`config.mk`:
```
export PLATFORM = sky130hd
export DESIGN_NAME = acq_trig_ctrl
export DESIGN_NICKNAME = d
export VERILOG_FILES = /design/src/rtl/acq_trig_ctrl.sv
export SDC_FILE = /design/constraint.sdc
export NUM_CORES = 1
export LEC_CHECK = 0
export ABC_AREA = 1
export CAP_MARGIN = 40
export CORE_ASPECT_RATIO = 1.4
export CORE_MARGIN = 3
export CORE_UTILIZATION = 49
export DETAILED_ROUTE_END_ITERATION = 7
export PLACE_DENSITY_LB_ADDON = 0.12
export SLEW_MARGIN = 5
export SYNTH_ARGS = -nofsm -noshare
export SYNTH_HDL_FRONTEND = slang
export SYNTH_SLANG_ARGS = --single-unit
```
`constraint.sdc`:
```
create_clock -name clk -period 2.9 [get_ports clk]
set_clock_uncertainty 0.1 [all_clocks]
set_input_delay 0.58 -clock clk [delete_from_list [all_inputs] [get_ports clk]]
set_output_delay 0.58 -clock clk [all_outputs]
set_load 0.005 [all_outputs]
```
`src/rtl/acq_trig_ctrl.sv`:
```
module acq_trig_ctrl #(
  parameter int CNT_W      = 16,
  parameter int DIV_W      = 16,
  parameter int FIFO_DEPTH = 511
) (
  input  logic             clk,
  input  logic             rst_n,
  input  logic [3:0]       mode_i,
  input  logic             init_done_i,
  output logic             init_req_o,
  input  logic             clk_tick_i,
  input  logic             start_trig_i,
  input  logic             stop_trig_i,
  input  logic [DIV_W-1:0] div_i,
  input  logic [CNT_W-1:0] pre_len_i,
  input  logic [CNT_W-1:0] post_len_i,
  input  logic             fifo_empty_i,
  output logic             sample_o,
  output logic [CNT_W-1:0] sample_cnt_o,
  output logic [7:0]       mode_status_o,
  input  logic [7:0]       int_en_i,
  input  logic [7:0]       int_clr_i,
  output logic [7:0]       int_stat_o,
  output logic             irq_o
);

  typedef enum logic [3:0] {
    ST_STOP   = 4'h0,
    ST_PRE    = 4'h1,
    ST_WAIT   = 4'h2,
    ST_RUN    = 4'h3,
    ST_POST   = 4'h4,
    ST_REARM  = 4'h5,
    ST_DONE   = 4'h7,
    ST_UNINIT = 4'h8,
    ST_INIT   = 4'h9
  } st_t;

  localparam logic [3:0] M_RESET  = 4'h0;
  localparam logic [3:0] M_PAUSE  = 4'h1;
  localparam logic [3:0] M_SINGLE = 4'h2;
  localparam logic [3:0] M_REARM  = 4'h3;
  localparam logic [3:0] M_UNINIT = 4'h4;
  localparam logic [CNT_W-1:0] PRE_MAX = CNT_W'(FIFO_DEPTH);

  st_t              st, st_nx;
  logic             inited, drained;
  logic [CNT_W-1:0] pre_cnt, post_cnt, smp_cnt;
  logic [DIV_W-1:0] div_cnt;
  logic [7:0]       ev, int_stat;
  logic             clr_all, restart, realign, set_init, set_drained;

  logic go, pause, live, run, div_hit, pre_full, post_full;
  logic [CNT_W-1:0] pre_lim;

  assign go        = (mode_i == M_SINGLE) || (mode_i == M_REARM);
  assign pause     = (mode_i == M_PAUSE);
  assign live      = (st == ST_PRE) || (st == ST_WAIT) || (st == ST_RUN) || (st == ST_POST);
  assign run       = go && live;
  assign div_hit   = run && clk_tick_i && (div_cnt >= div_i);
  assign pre_lim   = (pre_len_i > PRE_MAX) ? PRE_MAX : pre_len_i;
  assign pre_full  = (pre_cnt >= pre_lim);
  assign post_full = (post_cnt >= post_len_i);
  assign sample_o  = div_hit && !((st == ST_PRE) && pre_full) && !((st == ST_POST) && post_full);

  always_comb begin
    st_nx       = st;
    ev          = '0;
    ev[0]       = sample_o;
    ev[7]       = run && clk_tick_i;
    clr_all     = 1'b0;
    restart     = 1'b0;
    realign     = 1'b0;
    set_init    = 1'b0;
    set_drained = 1'b0;
    if (mode_i == M_UNINIT) begin
      st_nx   = inited ? ST_STOP : ST_UNINIT;
      clr_all = 1'b1;
    end else if (st == ST_UNINIT) begin
      st_nx = ST_INIT;
    end else if (st == ST_INIT) begin
      if (init_done_i) begin
        st_nx    = ST_STOP;
        set_init = 1'b1;
      end
    end else if (!go && !pause) begin
      st_nx   = ST_STOP;
      clr_all = 1'b1;
    end else if (go) begin
      case (st)
        ST_STOP: begin
          st_nx   = ST_PRE;
          restart = 1'b1;
        end
        ST_PRE: if (pre_full) begin
          st_nx = ST_WAIT;
          ev[2] = 1'b1;
        end
        ST_WAIT: if (start_trig_i) begin
          st_nx   = ST_RUN;
          ev[3]   = 1'b1;
          realign = 1'b1;
        end
        ST_RUN: if (stop_trig_i) begin
          st_nx = ST_POST;
          ev[4] = 1'b1;
        end
        ST_POST: if (post_full) begin
          st_nx = (mode_i == M_REARM) ? ST_REARM : ST_DONE;
          ev[5] = 1'b1;
        end
        ST_REARM: if (fifo_empty_i) begin
          st_nx   = ST_PRE;
          ev[6]   = 1'b1;
          restart = 1'b1;
        end
        ST_DONE: if (fifo_empty_i && !drained) begin
          ev[6]       = 1'b1;
          set_drained = 1'b1;
        end
        default: st_nx = ST_STOP;
      endcase
    end
  end

  always_ff @(posedge clk or negedge rst_n) begin
    if (!rst_n) begin
      st       <= ST_UNINIT;
      inited   <= 1'b0;
      drained  <= 1'b0;
      pre_cnt  <= '0;
      post_cnt <= '0;
      smp_cnt  <= '0;
      div_cnt  <= '0;
      int_stat <= '0;
    end else begin
      st       <= st_nx;
      int_stat <= (int_stat & ~int_clr_i) | ev;
      if (set_init) inited <= 1'b1;
      if (clr_all) begin
        pre_cnt  <= '0;
        post_cnt <= '0;
        smp_cnt  <= '0;
        div_cnt  <= '0;
        drained  <= 1'b0;
      end else begin
        if (restart) begin
          pre_cnt  <= '0;
          post_cnt <= '0;
          drained  <= 1'b0;
        end else begin
          if (sample_o && st == ST_PRE)  pre_cnt  <= pre_cnt + 1'b1;
          if (sample_o && st == ST_POST) post_cnt <= post_cnt + 1'b1;
          if (set_drained) drained <= 1'b1;
        end
        if (restart || realign)     div_cnt <= '0;
        else if (run && clk_tick_i) div_cnt <= div_hit ? '0 : div_cnt + 1'b1;
        if (sample_o) smp_cnt <= smp_cnt + 1'b1;
      end
    end
  end

  assign init_req_o    = (st == ST_INIT);
  assign sample_cnt_o  = smp_cnt;
  assign mode_status_o = {st, mode_i};
  assign int_stat_o    = {int_stat[7:2], 1'b0, int_stat[0]};
  assign irq_o         = |(int_stat_o & int_en_i);

  AST_NO_SAMPLE_UNINIT: assert property (@(posedge clk) disable iff (!rst_n)
    (mode_status_o[7:4] == 4'h8 || mode_status_o[7:4] == 4'h9) |-> !sample_o);
  AST_RESET_CLEARS: assert property (@(posedge clk) disable iff (!rst_n)
    (mode_i == M_RESET && st != ST_UNINIT && st != ST_INIT) |=> (sample_cnt_o == '0 && mode_status_o[7:4] == 4'h0));
  AST_PAUSE_HOLDS: assert property (@(posedge clk) disable iff (!rst_n)
    (pause && st != ST_UNINIT && st != ST_INIT) |=> ($stable(sample_cnt_o) && $stable(st)));
  AST_DONE_STAYS: assert property (@(posedge clk) disable iff (!rst_n)
    (st == ST_DONE && go) |=> st == ST_DONE);
  AST_COUNT_STEP: assert property (@(posedge clk) disable iff (!rst_n)
    sample_o |=> sample_cnt_o == CNT_W'($past(sample_cnt_o) + 1'b1));

endmodule

```
==> results.json <==
{
  "cap_violations": 0,
  "place_congestion": 0.898,
  "worst_pin_slew_ns": 0.675,
  "min-delay-path-class": "in -> async",
  "cts_buffers": 9,
  "crit_fanout": 6,
  "fin_area_um2": 8470,
  "die_h_um": 138,
  "wl_per_cell_um": 13.7,
  "arrival_ns": 2.44,
  "avgViaCountPerCell": 5.19,
  "die_w_um": 101,
  "syn_area_um2": 6130,
  "cp-start-kind": "input port",
  "n_antenna_cell": 0,
  "max_slew_margin": 0.550,
  "clock_latency_ns": 0.35,
  "worst_slack_ns": -0.219,
  "core_region_area_um2": 12100,
  "maxSlewViolCount": 0,
  "rows": 47,
  "crit_path_end_kind": "primary output",
  "grt_overflow": 0,
  "clock_path_buffers": 2,
  "ant_nets": 0,
  "critical_path_class": "in -> out",
  "violations": "negative setup slack",
  "root_buffer": "clkbuf_16",
  "rsz0062_at_grt": "true",
  "syn_avg_cell_area_um2": 6.82,
  "dp.cells": 1207,
  "final_cell_count_no_fill": 1230,
  "async_flop_share": 1.00,
  "nets": 1205,
  "grt_pass1_vias": 6242,
  "port_buffers": 106,
  "grt_use_total": 0.246,
  "die-area_um2": 13900,
  "min_period_ns": 3.12,
  "ir_drop_mv": 0.418,
  "power_mw": 3.51,
  "holdBufCountCts": 0,
  "ys_types": 46,
  "drt-total-wl_um": 16800,
  "initial_core_util": 0.509,
  "ys_ff_latch": 77,
  "critical_path_required_ns": 2.22,
  "finalCritPeriodShare": 1.08,
  "fin_tns_setup_ns": -0.226,
  "num-fill-cells": 1038,
  "cts.htree.levels": 3,
  "num_vias": 6388,
  "powerDensity_nw_per_um2": 415,
  "drtIter0Drc": 259,
  "hold_viol": 0,
  "clock-sinks": 77,
  "cts_tree": "done",
  "yosysSeqAreaShare": 0.314,
  "dr.pass1.iters": 4,
  "ioPinCount": 110,
  "postPlaceCellArea_um2": 7870,
  "outcome": "finished with violations",
  "leakage_nw": 4.12,
  "grt_max_degree": 50,
  "synth_edf_count": 0,
  "antenna_found_initial": 0,
  "yosys_warnings": 0,
  "drc": 0,
  "hpwl_um": 12800,
  "grt_pass1_wl_um": 28100,
  "drive_above_1_share": 0.150,
  "synthCells": 900,
  "path_clk_slew_ns": 0.06,
  "place_ws_ns": -0.991,
  "setup_viol": 2,
  "fmax_mhz": 321,
  "syn_to_final_growth_pct": 38.1,
  "ys.flop_type": "dfrtp_1"
}
==> per-stage QoR <==
step	util	hold slack [ns]
floorplan	-	0.184
global placement	0.653	0.336
detailed placement	0.653	0.340
CTS	0.692	0.193
global route	0.703	0.216
finish	0.703	0.173
==> cell type report <==
| cell class | count | area, um2 | area share |
|---|---|---|---|
| multi-input combinational | 661 | 3750 | 0.442 |
| sequential | 77 | 1930 | 0.228 |
| timing repair buffer | 183 | 1690 | 0.200 |
| inverter | 146 | 558 | 0.0658 |
| clock buffer | 10 | 229 | 0.0270 |
| tap | 147 | 184 | 0.0217 |
| clock inverter | 6 | 135 | 0.0159 |
==> flip-flops by register name, summed over array words and instances (netlist names) <==
signal and count:
post_cnt 16, pre_cnt 16, inited 1, drained 1
div_cnt 16, st 4, sample_cnt_o 16, int_stat 7
==> timing repair <==
item,CTS,global route
resized for setup,39,38
buffers inserted,7,1
setup endpoints to repair,55,34
pin swaps,13,26
cloned,1,0
==> kinds of logic after synthesis <==
group / after synthesis / share of synthesized area
DFF: 77 / 0.314
AOI/OAI and AO/OA: 94 / 0.0875
and+or+nand+nor: 485 / 0.349
other: 2 / 0.00122
buffers and inverters: 168 / 0.110
adders and majority gates: 52 / 0.106
xor gates and xnor gates: 22 / 0.0314
==> layout by cell type (no fill, tap or decap), types with 5 or more instances in the layout <==
master and count:
inv_1 140, nor3_1 32, nand2_2 14, a21oi_1 33
nand2_1 227, nor2_2 5, nand3_2 18, o21ai_0 32
clkbuf_16 10, nor4_1 16, conb_1 8, nor2_1 82
xor2_1 21, dfrtp_1 76, buf_6 5, nand3_1 53
nand4_1 22, buf_4 70, clkdlybuf4s50_1 97, ha_1 51
==> worst max-delay path, cell delays in order <==
cell     delay (ns)
buf_6          0.09
nor4_4         0.28
nand2_2        0.15
buf_6          0.15
nor2_1         0.10
ha_1           0.26
a21oi_2        0.14
o21a_1         0.13
nand2_2        0.06
nand2_2        0.07
nand2_2        0.07
nand2_2        0.07
nand2_2        0.06
nor2_4         0.12
buf_2          0.12
==> metal layers <==
layer | track usage | share of wire | wire, um | up-vias
met1 | 0.296 | 0.41 | 6880 | 2910
met5 | 0 | 0 | 0 | -
met4 | 0.0908 | 0.023 | 378 | 0
met2 | 0.439 | 0.52 | 8690 | 184
met3 | 0.0348 | 0.051 | 849 | 30
li1 | - | - | - | 3264
==> report_power, final <==
group          leakage (nW)  total, mW  switching, mW  internal [mW]
Combinational          2.89      0.981          0.598          0.383
Clock                 0.169       1.40          0.467          0.929
Sequential             1.06       1.14         0.0321           1.10
Total                  4.12       3.51           1.10           2.42
==> worst paths after layout <==
path,from,cells past startpoint,slack (ns),to
setup / recovery,pre_len_i[14],15,-0.22,sample_o
hold / removal,rst_n,1,0.17,sample_cnt_o[12]
setup reg to reg,pre_cnt[5],14,0.46,pre_cnt[5]
hold reg to reg,inited,2,0.35,inited
max in group asynchronous,rst_n,2,1.91,post_cnt[7]
min in group clk,inited,2,0.35,inited
==> Yosys cell counts, types with 2 or more instances <==
master    number  area (um2)
clkbuf_1       6        22.5
o21ai_0       32         160
inv_1        144         541
conb_1         2        7.51
nand2_1      237         890
a31oi_1        4        25.0
o22ai_1        4        25.0
ha_1          52         651
nand3_1       70         350
nor2_2         3        18.8
o221ai_1       2        17.5
or2_2          3        18.8
inv_2          2        7.51
a21o_1         2        15.0
nand4_1       22         138
nor2_4         2        22.5
a21oi_1       35         175
nor3_1        34         170
xor2_1        21         184
nor2_1        84         315
o21ai_1        3        15.0
dfrtp_1       76        1900
buf_4          8        60.1
buf_2          6        30.0
nand2_2        6        37.5
nand3b_1       2        15.0
o21a_1         2        15.0
nor4_1        18         113
Power figures use the tool's default switching activity.
